### config.mk
export PLATFORM = sky130hd
export DESIGN_NAME = audio_mute_ctrl
export DESIGN_NICKNAME = d
export VERILOG_FILES = /design/src/rtl/amc_pkg.sv /design/src/rtl/amc_tx_path.sv /design/src/rtl/amc_frame_scan.sv /design/src/rtl/amc_rx_detect.sv /design/src/rtl/audio_mute_ctrl.sv
export SDC_FILE = /design/constraint.sdc
export NUM_CORES = 1
export LEC_CHECK = 0
export ABC_CLOCK_PERIOD_IN_PS = 2200
export BUFFER_PORTS_ARGS = -buffer_cell sky130_fd_sc_hd__buf_2
export CAP_MARGIN = 20
export CORE_MARGIN = 2
export CORE_UTILIZATION = 40
export DETAILED_ROUTE_END_ITERATION = 12
export PLACE_DENSITY = 0.66
export SYNTH_ARGS = -nofsm -noshare
export SYNTH_HDL_FRONTEND = slang
export SYNTH_SLANG_ARGS = --single-unit
### constraint.sdc
create_clock -name clk -period 2.2 [get_ports clk]
set_clock_uncertainty 0.1 [all_clocks]
set_input_delay 0.11 -clock clk [delete_from_list [all_inputs] [get_ports clk]]
set_output_delay 0.11 -clock clk [all_outputs]
set_load 0.03 [all_outputs]
### src/rtl/amc_pkg.sv
package amc_pkg;
    typedef enum logic {
        TX_PASS = 1'b0,
        TX_MUTE = 1'b1
    } tx_state_t;

    typedef enum logic [1:0] {
        DET_OFF   = 2'd0,
        DET_COUNT = 2'd1,
        DET_FULL  = 2'd2
    } det_state_t;
endpackage

### src/rtl/amc_tx_path.sv
module amc_tx_path
    import amc_pkg::*;
#(
    parameter int DATA_W = 16,
    parameter int SLOT_W = 4
) (
    input  logic              clk,
    input  logic              rst_n,
    input  logic              enable,
    input  logic              is_tx,
    input  logic [SLOT_W-1:0] num_slots_m1,
    input  logic              mute_req,
    input  logic              mute_val,
    input  logic              in_valid,
    input  logic              in_frame_start,
    input  logic [SLOT_W-1:0] in_slot,
    input  logic [DATA_W-1:0] in_data,
    output logic              out_valid,
    output logic [DATA_W-1:0] out_data
);
    localparam int REPLAY_N = 2;
    localparam int IDX_W    = $clog2(REPLAY_N);

    tx_state_t                     tx_state, tx_state_nx;
    logic                          en_q;
    logic                          mval_q;
    logic [REPLAY_N-1:0][DATA_W-1:0] hist_q;

    logic              en_rise;
    logic              eff_mval;
    logic              fs_beat;
    logic              muting;
    logic              few_slots;
    logic              replay_hit;
    logic [DATA_W-1:0] sel_data;

    assign en_rise    = enable & ~en_q;
    assign eff_mval   = en_rise ? mute_val : mval_q;
    assign fs_beat    = in_valid & in_frame_start;
    assign few_slots  = (num_slots_m1 < SLOT_W'(REPLAY_N));
    assign replay_hit = (in_slot < SLOT_W'(REPLAY_N));

    // state register
    always_ff @(posedge clk or negedge rst_n) begin
        if (!rst_n) begin
            tx_state <= TX_PASS;
            en_q     <= 1'b0;
            mval_q   <= 1'b0;
        end else begin
            tx_state <= tx_state_nx;
            en_q     <= enable;
            if (en_rise) begin
                mval_q <= mute_val;
            end
        end
    end

    // next state
    always_comb begin
        tx_state_nx = tx_state;
        if (!enable) begin
            tx_state_nx = TX_PASS;
        end else if (fs_beat) begin
            unique case (tx_state)
                TX_PASS: tx_state_nx = (is_tx && mute_req) ? TX_MUTE : TX_PASS;
                TX_MUTE: tx_state_nx = (is_tx && mute_req) ? TX_MUTE : TX_PASS;
                default: tx_state_nx = TX_PASS;
            endcase
        end
    end

    // output selection
    always_comb begin
        if (fs_beat) begin
            muting = is_tx & mute_req;
        end else begin
            muting = is_tx & (tx_state == TX_MUTE);
        end
        sel_data = in_data;
        if (muting) begin
            if (few_slots && eff_mval && replay_hit) begin
                sel_data = hist_q[in_slot[IDX_W-1:0]];
            end else begin
                sel_data = '0;
            end
        end
    end

    always_ff @(posedge clk or negedge rst_n) begin
        if (!rst_n) begin
            out_valid <= 1'b0;
            out_data  <= '0;
            hist_q    <= '0;
        end else begin
            out_valid <= in_valid & enable;
            if (in_valid && enable) begin
                out_data <= sel_data;
                for (int i = 0; i < REPLAY_N; i++) begin
                    if (is_tx && in_slot == SLOT_W'(i)) begin
                        hist_q[i] <= sel_data;
                    end
                end
            end
        end
    end
endmodule

### src/rtl/amc_frame_scan.sv
module amc_frame_scan #(
    parameter int DATA_W = 16,
    parameter int SLOT_W = 4
) (
    input  logic              clk,
    input  logic              rst_n,
    input  logic              enable,
    input  logic [SLOT_W-1:0] num_slots_m1,
    input  logic              in_valid,
    input  logic              in_frame_start,
    input  logic [SLOT_W-1:0] in_slot,
    input  logic [DATA_W-1:0] in_data,
    output logic              frame_end,
    output logic              frame_zero
);
    logic acc_zero_q;
    logic beat;
    logic zero_so_far;

    assign beat        = in_valid & enable;
    assign zero_so_far = (in_frame_start | acc_zero_q) & (in_data == '0);
    assign frame_end   = beat & (in_slot == num_slots_m1);
    assign frame_zero  = zero_so_far;

    always_ff @(posedge clk or negedge rst_n) begin
        if (!rst_n) begin
            acc_zero_q <= 1'b0;
        end else if (beat) begin
            acc_zero_q <= zero_so_far;
        end
    end
endmodule

### src/rtl/amc_rx_detect.sv
module amc_rx_detect
    import amc_pkg::*;
#(
    parameter int CNT_W = 6
) (
    input  logic             clk,
    input  logic             rst_n,
    input  logic             armed,
    input  logic             frame_end,
    input  logic             frame_zero,
    input  logic [CNT_W-1:0] thresh,
    input  logic             clr,
    output logic             flag
);
    det_state_t       state, state_nx;
    logic [CNT_W-1:0] cnt_q, cnt_nx;
    logic             hit;

    // state register
    always_ff @(posedge clk or negedge rst_n) begin
        if (!rst_n) begin
            state <= DET_OFF;
            cnt_q <= '0;
            flag  <= 1'b0;
        end else begin
            state <= state_nx;
            cnt_q <= cnt_nx;
            if (hit) begin
                flag <= 1'b1;
            end else if (clr) begin
                flag <= 1'b0;
            end
        end
    end

    // next state and count
    always_comb begin
        state_nx = state;
        cnt_nx   = cnt_q;
        hit      = 1'b0;
        if (!armed) begin
            state_nx = DET_OFF;
            cnt_nx   = '0;
        end else begin
            unique case (state)
                DET_OFF, DET_COUNT: begin
                    state_nx = DET_COUNT;
                    if (frame_end) begin
                        if (!frame_zero) begin
                            cnt_nx = '0;
                        end else if (cnt_q + CNT_W'(1) == thresh) begin
                            state_nx = DET_FULL;
                            cnt_nx   = thresh;
                            hit      = 1'b1;
                        end else begin
                            cnt_nx = cnt_q + CNT_W'(1);
                        end
                    end
                end
                DET_FULL: begin
                    if (frame_end && !frame_zero) begin
                        state_nx = DET_COUNT;
                        cnt_nx   = '0;
                    end
                end
                default: begin
                    state_nx = DET_OFF;
                    cnt_nx   = '0;
                end
            endcase
        end
    end
endmodule

### src/rtl/audio_mute_ctrl.sv
module audio_mute_ctrl #(
    parameter int DATA_W = 16,
    parameter int SLOT_W = 4,
    parameter int CNT_W  = 6
) (
    input  logic              clk,
    input  logic              rst_n,
    input  logic              enable,
    input  logic              is_tx,
    input  logic [SLOT_W-1:0] num_slots_m1,
    input  logic              mute_req,
    input  logic              mute_val,
    input  logic [CNT_W-1:0]  mute_thresh,
    input  logic              det_irq_en,
    input  logic              det_clr,
    input  logic              in_valid,
    input  logic              in_frame_start,
    input  logic [SLOT_W-1:0] in_slot,
    input  logic [DATA_W-1:0] in_data,
    output logic              out_valid,
    output logic [DATA_W-1:0] out_data,
    output logic              mute_det,
    output logic              irq
);
    logic frame_end;
    logic frame_zero;
    logic armed;

    assign armed = enable & ~is_tx & (mute_thresh != '0);

    amc_tx_path #(.DATA_W(DATA_W), .SLOT_W(SLOT_W)) u_tx (
        .clk(clk), .rst_n(rst_n), .enable(enable), .is_tx(is_tx),
        .num_slots_m1(num_slots_m1), .mute_req(mute_req), .mute_val(mute_val),
        .in_valid(in_valid), .in_frame_start(in_frame_start), .in_slot(in_slot),
        .in_data(in_data), .out_valid(out_valid), .out_data(out_data)
    );

    amc_frame_scan #(.DATA_W(DATA_W), .SLOT_W(SLOT_W)) u_scan (
        .clk(clk), .rst_n(rst_n), .enable(enable), .num_slots_m1(num_slots_m1),
        .in_valid(in_valid), .in_frame_start(in_frame_start), .in_slot(in_slot),
        .in_data(in_data), .frame_end(frame_end), .frame_zero(frame_zero)
    );

    amc_rx_detect #(.CNT_W(CNT_W)) u_det (
        .clk(clk), .rst_n(rst_n), .armed(armed), .frame_end(frame_end),
        .frame_zero(frame_zero), .thresh(mute_thresh), .clr(det_clr),
        .flag(mute_det)
    );

    assign irq = mute_det & det_irq_en;
endmodule

== Word-level counts from Yosys, hierarchy flattened ==
Cells that the tools add are included.

* Bits in registers: 62
* Bits of input ports: 40
* Output and inout port bits: 19
* Word-level logic and storage cells: 81

* Add/subtract/negate cells: 1
* Order comparisons: 3
* Equality and inequality tests: 8
* Mux-type cells: 28
* Bitwise logic cells: 13
* Reductions and logical operators: 17

{| class="wikitable"
|+ Operator list
! kind !! count
|-
| $mux 16 || 4
|-
| $mux 6 || 5
|-
| $logic_not 16->1 || 1
|-
| $mux 1 || 12
|-
| $pmux 6 s2 || 1
|-
| $and 1x1->1 || 10
|-
| $mux 2 || 5
|-
| $lt 4x2->1 const B || 2
|-
| $logic_and 1x1->1 || 7
|-
| $add 6x1->6 const B || 1
|-
| $eq 6x6->1 || 1
|-
| $ne 3x3->1 const B || 2
|-
| $reduce_and 2->1 || 3
|-
| $reduce_bool 6->1 || 1
|-
| $eq 4x1->1 const B || 1
|-
| $eq 4x4->1 || 1
|-
| $logic_not 4->1 || 1
|-
| $pmux 2 s2 || 1
|-
| $eq 2x1->1 const B || 1
|-
| $eq 2x2->1 const B || 1
|-
| $logic_not 2->1 || 1
|-
| $lt 1x2->1 const B || 1
|-
| $ne 2x1->1 const B || 1
|-
| $not 1->1 || 2
|-
| 4 further kinds || 4
|}

== Longest topological paths before layout ==
Gate-level depths: netlist of the first run.

* Depth after elaboration: 8
* Depth in mapped cells: 7
* Gate-level depth less buffers: 7

== Hierarchy ==
Synthesis of the first run repeated with hierarchy kept, for this count alone.

* Cell total of the unflattened synthesis: 296
* Area total of the unflattened synthesis: 3245.6 um^2

{| class="wikitable"
|+ Modules (own cells, without submodules)
! module !! instances !! cells an instance !! area each (um^2) !! seq. area each (um^2)
|-
| amc_tx_path || 1 || 206 || 2437.3 || 1301.2
|-
| amc_rx_detect || 1 || 69 || 645.6 || 225.2
|-
| amc_frame_scan || 1 || 16 || 128.9 || 25.0
|-
| audio_mute_ctrl || 1 || 5 || 33.8 || 0.0
|}

== Least setup slack after synthesis of the first run ==
OpenSTA, ideal clock, no wires.

* Path type: reg2reg
* Start: reg u_det.cnt_q[0]
* End: reg u_det.cnt_q[2]
* Setup time: 0.121 ns
* Arrival: 1.793 ns
* Data required time: 1.979 ns
* Setup slack: 0.186 ns
* Cell stages (with the launch flop): 7
* Buffers on the path: 0
* Period minus slack after synthesis: 2.014 ns
* Path through: dfrtp_1 > ha_1 > xor2_1 > nor3_1 > o2111ai_2 > mux2_1 > a22o_1

* Longest elaborated chain between the ends: 7

{| class="wikitable"
|+ Ends and longest elaborated chain
! what !! RTL line !! text
|-
| start: declaration || amc_rx_detect.sv:16 || <nowiki>logic [CNT_W-1:0] cnt_q, cnt_nx;</nowiki>
|-
| start signal: assignment || amc_rx_detect.sv:27 || <nowiki>cnt_q <= cnt_nx;</nowiki>
|-
| $add 6x1->6 (*) || amc_rx_detect.sv:51, amc_rx_detect.sv:56 ||
|-
| $eq 6x6->1 || amc_rx_detect.sv:51 || <nowiki>end else if (cnt_q + CNT_W'(1) == thresh) begin</nowiki>
|-
| $mux 6 (*) || amc_rx_detect.sv:51 ||
|-
| $mux 6 (*) || amc_rx_detect.sv:49 || <nowiki>if (!frame_zero) begin</nowiki>
|-
| $mux 6 (*) || amc_rx_detect.sv:48 || <nowiki>if (frame_end) begin</nowiki>
|-
| $pmux 6 s2 (*) || amc_rx_detect.sv:45 || <nowiki>unique case (state)</nowiki>
|-
| $mux 6 (*) || amc_rx_detect.sv:41 || <nowiki>if (!armed) begin</nowiki>
|}

Mark *: on every way between the ends. The rest lies on a longest branch, timed or not. The select of a mux whose other input is x is not followed.
A chain may end at the register's enable or synchronous reset.

== Worst setup path in the final report of the first run ==
* Start: reg u_det.cnt_q[1]
* End: reg u_det.cnt_q[2]

Same word-level chain as after synthesis.

==> results of run 1 <==
## state kept, by name (all words and copies together), names as in the netlist
name               count
u_tx.hist_q           32
u_tx.out_data         16
u_det.cnt_q            6
u_det.state            2
u_det.flag             1
u_scan.acc_zero_q      1
u_tx.en_q              1
u_tx.mval_q            1
u_tx.out_valid         1
u_tx.tx_state          1
## cells by family after synthesis
logic type	synth area share (%)
buf+inv	2.218
mux	7.827
compound gates	16.99
flops	51.90
fa+ha+maj	0.4185
xor+xnor	4.102
simple gates	16.53
## area by class of cell
type                       count  area (µm²)
clock buffer                  10       137.6
tap                           99       123.9
fill                         718        3556
multi-input combinational    216        1381
timing repair buffer          73       430.4
clock inverter                 6       61.31
inverter                       3       11.26
sequential                    62        1551
## cells in the mapped netlist, types with 2 or more instances
cell type | number | share of area, %
mux2i_1 | 2 | 0.67
o21ai_1 | 3 | 0.50
nand3_1 | 7 | 1.2
a22o_1 | 4 | 1.2
nor4_1 | 3 | 0.63
and2_1 | 2 | 0.42
nand4_1 | 2 | 0.42
nand2b_1 | 3 | 0.63
dfrtp_1 | 62 | 52
clkbuf_1 | 11 | 1.4
mux2_2 | 18 | 6.8
and3_1 | 3 | 0.63
a22oi_1 | 16 | 4.0
nand2_1 | 56 | 7.0
xnor2_1 | 6 | 1.8
inv_1 | 3 | 0.38
nor4_4 | 2 | 1.4
xor2_1 | 8 | 2.3
buf_2 | 2 | 0.33
nor2_1 | 6 | 0.75
or4_4 | 2 | 0.75
o21ai_0 | 51 | 8.5
nor3_1 | 4 | 0.67
a21oi_1 | 4 | 0.67
o21a_1 | 2 | 0.50
## power by group through the flow
stage          registers (mW)  logic (mW)  clock network, mW
2_1_floorplan            1.40       0.188                  0
3_3_place_gp             1.33       0.419                  0
3_5_place_dp             1.33       0.430                  0
4_1_cts                  1.31       0.440               1.03
5_1_grt                  1.33       0.489               1.08
6_report                 1.31       0.435               1.00
## cells in the final DEF (no fill, tap or decap), drive strengths merged, types with 6 or more instances in the layout
cell,n
buf,67
dfrtp,62
nand2,56
o21ai,54
mux2,19
a22oi,16
clkbuf,10
xor2,8
nand3,8
nor2,7
dlygate4sd3,6
xnor2,6
## what timing repair did
action	CTS	global route
setup buffers	0	1
hold buffers	6	0
gates resized for setup	0	2
hold endpoints to repair	27	0
setup endpoints to repair	0	1
## tightest hold or removal path: cells and delay by family
kind	cells	cell delay, ns
buffers and inverters	1	0.09
AO/OA/AOI/OAI	2	0.25
## worst max path at each step
stage	from	slack (ns)	end	cells past startpoint
2_1_floorplan	u_det.cnt_q[0]	0.19	u_det.cnt_q[2]	6
3_3_place_gp	u_det.cnt_q[1]	0.16	u_det.cnt_q[2]	6
3_5_place_dp	u_det.cnt_q[1]	0.11	u_det.cnt_q[2]	7
4_1_cts	u_det.cnt_q[1]	0.10	u_det.cnt_q[2]	7
5_1_grt	u_det.cnt_q[0]	0.01	u_det.cnt_q[2]	7
6_report	u_det.cnt_q[1]	0.16	u_det.cnt_q[2]	7
## stage by stage
stage          worst slack [ns]  total power [mW]  std cells
2_1_floorplan            0.1856             1.592        295
3_3_place_gp             0.1638             1.748        446
3_5_place_dp             0.1082             1.765        446
4_1_cts                  0.1019             2.783        468
5_1_grt                 0.01289             2.899        469
6_report                 0.1598             2.749        469
## layer usage
layer	track usage, %	part of all wire [%]	wire (µm)	vias up
met5	0	0	0	-
met4	6.410	1.4	95	0
met3	5.175	4.5	305	11
met2	28.32	46	3140	50
met1	23.05	48	3232	1120
li1	-	-	-	1191
==> out/metrics.csv, run 1 <==
stage,metric,value,unit
run_status,status,completed,
routing,antenna_left,0,
die,die_x,90.45,µm
worst_hold_path,hold_class,input pin to flip-flop,
timing,slew_viol_final,0,
timing,slew-limit-headroom,61.98,%
synthesis,yosysUniqueCellTypes,38,
critical_path,reg2reg_slack,0.16,ns
critical_path,crit_family,compound AO/OA/AOI/OAI gates,
job,drv_cap,0,
worst_hold_path,min-delay-start,in_data[6],
critical_path,setup.worst_path.end_class,flip-flop,
die,row_count,31,
clock_network,clk_pin_slew,0.07,ns
critical_path,crit_type,flip-flop to flip-flop,
critical_path,startpoint_type,flip-flop,
pwr,power_density,743.5,mW/mm²
global_routing,grt_pass1_wl,11470,µm
cells_and_area,antennaDiodeCount,0,
pwr,swShare,28.08,%
timing,fmax,490.1,MHz
place,place.port_buffers,58,
synthesis,yosysWarnings,0,
cells_and_area,drive_above_1_share,30.27,%
critical_path,cp_data_arrival_time,2.17,ns
clock_network,root_buffer,clkbuf_8,
clock_network,cts_max_path_buffers,2,
pwr,leakagePower,1.720,nW
critical_path,reg2reg_depth,7,
synthesis,synth_nets,336,
timing,hold_viol,0,
timing,fin_crit_sh,92.74,%
die,die_h,90.45,µm
timing,min_period,2.040,ns
routing,wire_per_inst,14.44,µm
routing,drt_iter0_markers,116,
place,place_congestion,0.8810,
routing,drc_errors,0,
worst_hold_path,holdPathStages,3,
cells_and_area,area_growth,23.69,%
critical_path,worstPathMaxFanout,5,
synthesis,syn_avg_cell_area,10.13,µm²
critical_path,reg2reg_from,u_det.cnt_q[1],
timing,rsz0062_at_grt,false,
clock_network,cts.sinks,62,
routing,vias_per_cell,5.058,
global_routing,grt_max_degree,41,
synthesis,syn_inst,295,
pwr,vdd_drop_max,0.4663,mV
cells_and_area,final_util,50.97,%
synthesis,async_flop_share,100.0,%
worst_hold_path,hold_end,u_tx.out_data[6],
cells_and_area,final_area,0.003697,mm²
clock_network,cts_tree,built,
timing,setup-tns-final,0,ns
routing,finalWirelength,6774,µm
die,start_util,41.21,%
global_routing,track_usage,17.75,%
pwr,clkPwrFrac,36.4,%
critical_path,worstReg2RegEnd,u_det.cnt_q[2],
pwr,p_int,1.977,mW
timing,tightest_slew,0.5704,ns
place,dpl_cell_area,0.003421,mm²
clock_network,cts_made_buffers,9,
synthesis,synthFlopType,dfrtp_1,
critical_path,crit_buf_inv,0,
routing,vias,2372,
pwr,power_frac_seq,47.8,%
clock_network,h-tree-depth,3,
synthesis,synth-seq-cells,62,
global_routing,grt_pass1_vias,2335,
cells_and_area,layout.nets,406,
die,core,0.007253,mm²
critical_path,slowest_stage,dfrtp_1,
pwr,p_comb_share,15.8,%
critical_path,path_cells,ha_2 -> nand3_1 -> nand3_1 -> o21ai_0 -> o2111ai_2 -> mux2_1 -> a22o_1,
critical_path,required,2.33,ns
die,die_area,0.008180,mm²
die,num_io_pins,59,
global_routing,grt_overflow,0,
routing,dr.pass1.iters,4,
critical_path,critical-path-top-cell-by-count,nand3_1,
global_routing,antenna_found_initial,0,
place,dpl.hpwl,4652,µm
synthesis,synth_edf_count,0,
timing,setup_viol,0,
synthesis,ys_seq_area_share,51.90,%
clock_network,clk_latency,0.34,ns
synthesis,synth_area,0.002989,mm²
pwr,power.switching,0.7720,mW
timing,holdWs,0.04086,ns
critical_path,max_stage_delay,0.40,ns
Note: power is estimated with default switching activity, not from simulation.
==> run 2: changes to the inputs <==
- PLACE_DENSITY: 0.66 -> not set
- PLACE_DENSITY_LB_ADDON: not set -> 0.05
==> out/metrics.csv, run 2 (same netlist as run 1, synthesis figures left out) <==
stage,metric,value,unit,change
run_status,status,completed,,
timing,min_period,2.059,ns,+0.01896 ns
global_routing,grt_most_used_layer,met2,,
cells_and_area,area_growth,22.73,%,
die,num_io_pins,59,,unchanged
place,dp_cells,446,,unchanged
die,die_h,90.45,µm,unchanged
routing,dr.pass1.iters,5,,+1
clock_network,clk_pin_slew,0.06,ns,about the same
pwr,vdd_drop_max,0.4117,mV,-12%
worst_hold_path,hold_end,u_tx.out_valid,,
clock_network,cts_max_path_buffers,2,,unchanged
worst_hold_path,min-delay-start,in_valid,,
timing,setup-tns-final,0,ns,unchanged
global_routing,use_met1,23.88,%,+0.83 points
cells_and_area,layout_commonest_cell,dfrtp_1,,
global_routing,grt_pass1_wl,11560,µm,+0.78%
clock_network,clk_latency,0.33,ns,about the same
pwr,p_int,2.005,mW,+1.4%
clock_network,cts_tree,built,,
critical_path,startpoint_type,flip-flop,,
timing,fin_ws,0.1408,ns,-0.01896 ns
routing,drc_errors,0,,unchanged
timing,fmax,485.6,MHz,-0.92%
cells_and_area,drive_above_1_share,29.62,%,-0.65 points
global_routing,track_usage,17.76,%,about the same
pwr,power.switching,0.7359,mW,-4.7%
clock_network,cts.sinks,62,,unchanged
global_routing,antenna_found_initial,0,,unchanged
timing,fin_crit_sh,93.60,%,+0.86 points
cells_and_area,largest-register,u_tx.hist_q,,
clock_network,h-tree-depth,3,,unchanged
global_routing,met3_usage,3.589,%,-1.6 points
die,core,0.007253,mm²,unchanged
cells_and_area,largest_reg_flops,32,,unchanged
routing,vias,2347,,-1.1%
pwr,p_comb_share,15.6,%,-0.2 points
die,start_util,41.21,%,unchanged
critical_path,reg2reg_from,u_det.cnt_q[1],,
place,dp_slack,0.1286,ns,+0.02035 ns
routing,antenna_left,0,,unchanged
critical_path,required,2.31,ns,-0.02 ns
worst_hold_path,hold_class,input pin to flip-flop,,
global_routing,grt_pass1_vias,2350,,+0.64%
pwr,power_density,747.1,mW/mm²,+0.49%
timing,hold_viol,0,,unchanged
timing,setup_viol,0,,unchanged
clock_network,ctsResizeCount,0,,unchanged
place,place.port_buffers,58,,unchanged
critical_path,reg2reg_depth,7,,unchanged
pwr,leakagePower,1.714,nW,-0.34%
place,dpl.hpwl,4651,µm,about the same
timing,rsz0062_at_grt,false,,
routing,wire_per_inst,14.58,µm,+0.95%
clock_network,cts_made_buffers,9,,unchanged
cells_and_area,reg_top3,"u_tx.hist_q: 32 flops, u_tx.out_data: 16 flops, u_det.cnt_q: 6 flops",,
critical_path,setup.worst_path.end_class,flip-flop,,
cells_and_area,finalNonFillerCells,467,,-0.43%
routing,vias_per_cell,5.026,,-0.63%
global_routing,grt_max_degree,43,,+4.9%
timing,slew-limit-headroom,64.32,%,+2.3 points
critical_path,crit_type,flip-flop to flip-flop,,
routing,drt_iter0_markers,87,,-25%
critical_path,cp_data_arrival_time,2.17,ns,about the same
critical_path,reg2reg_slack,0.14,ns,-0.02 ns
global_routing,grt_overflow,0,,unchanged
clock_network,root_buffer,clkbuf_8,,
pwr,clkPwrFrac,36.6,%,+0.2 points
pwr,power_frac_seq,47.9,%,about the same
cells_and_area,final_cell_mix,"dfrtp_1, buf_2, nand2_1",,
place,place_congestion,0.8623,,-2.1%
timing,slew_viol_final,0,,unchanged
cells_and_area,antennaDiodeCount,0,,unchanged
critical_path,worstReg2RegEnd,u_det.cnt_q[2],,
critical_path,worstPathMaxFanout,5,,unchanged
routing,finalWirelength,6809,µm,+0.52%
job,drv_cap,0,,unchanged
timing,tightest_slew,0.5353,ns,-0.03510 ns
die,row_count,31,,unchanged
die,die_x,90.45,µm,unchanged
die,die_area,0.008180,mm²,unchanged
worst_hold_path,holdPathStages,3,,unchanged
pwr,swShare,26.85,%,-1.2 points
cells_and_area,layout.nets,404,,-0.49%
global_routing,use_met2,28.13,%,-0.19 points
-- run 2: how the worst max path moves through the flow --
| stage | start | to | slack (ns) | depth (start not counted) |
|---|---|---|---|---|
| floorplan | u_det.cnt_q[0] | u_det.cnt_q[2] | 0.19 | 6 |
| global placement | u_det.cnt_q[1] | u_det.cnt_q[2] | 0.16 | 6 |
| detailed placement | u_det.cnt_q[1] | u_det.cnt_q[2] | 0.13 | 7 |
| CTS | u_det.cnt_q[1] | u_det.cnt_q[2] | 0.11 | 7 |
| global route | u_det.cnt_q[1] | u_det.cnt_q[2] | 0.005 | 7 |
| finish | u_det.cnt_q[1] | u_det.cnt_q[2] | 0.14 | 7 |
-- run 2: per-layer routing --
metal	up-vias	wire, µm
met2	51	3119
li1	1185	-
met4	0	93
met1	1102	3301
met5	-	0
met3	9	294
-- run 2: critical path, stage by stage, from the launching register on --
cell	delay [ns]
dfrtp_1	0.42
ha_1	0.25
xnor2_1	0.21
xnor2_1	0.09
nor3_1	0.17
o2111ai_2	0.19
mux2_1	0.35
a22o_1	0.17
-- run 2: power by group through the flow --
stage / Combinational [mW] / Clock, mW / Sequential (mW)
finish: 0.426 / 1.00 / 1.31
global route: 0.480 / 1.09 / 1.33
CTS: 0.434 / 1.04 / 1.31
detailed placement: 0.428 / 0 / 1.33
global placement: 0.421 / 0 / 1.33
floorplan: 0.188 / 0 / 1.40
-- run 2: what timing repair did --
action | in CTS | in global routing
hold endpoints to repair | 24 | 0
setup endpoints to repair | 0 | 1
hold buffers | 4 | 0
setup buffers | 0 | 1
-- run 2: layout make-up --
| class | count | area [µm²] |
|---|---|---|
| clock buffers | 12 | 155.1 |
| clock inverters | 4 | 45.04 |
| repair buffers | 71 | 410.4 |
| flip-flops and latches | 62 | 1551 |
| multi-input cells | 216 | 1371 |
| inverters | 3 | 11.26 |
| well taps | 99 | 123.9 |
| fillers | 691 | 3585 |
-- run 2: stage by stage --
stage / hold slack (ns) / util [%] / power, mW / cell area [µm²]
3_3_place_gp: 0.02426 / 47.16 / 1.751 / 3421
4_1_cts: 0.001142 / 50.47 / 2.786 / 3661
3_5_place_dp: 0.02850 / 47.16 / 1.761 / 3421
5_1_grt: 0.02637 / 50.58 / 2.900 / 3669
6_report: 0.01721 / 50.58 / 2.741 / 3669
2_1_floorplan: -0.2856 / - / 1.592 / 2989
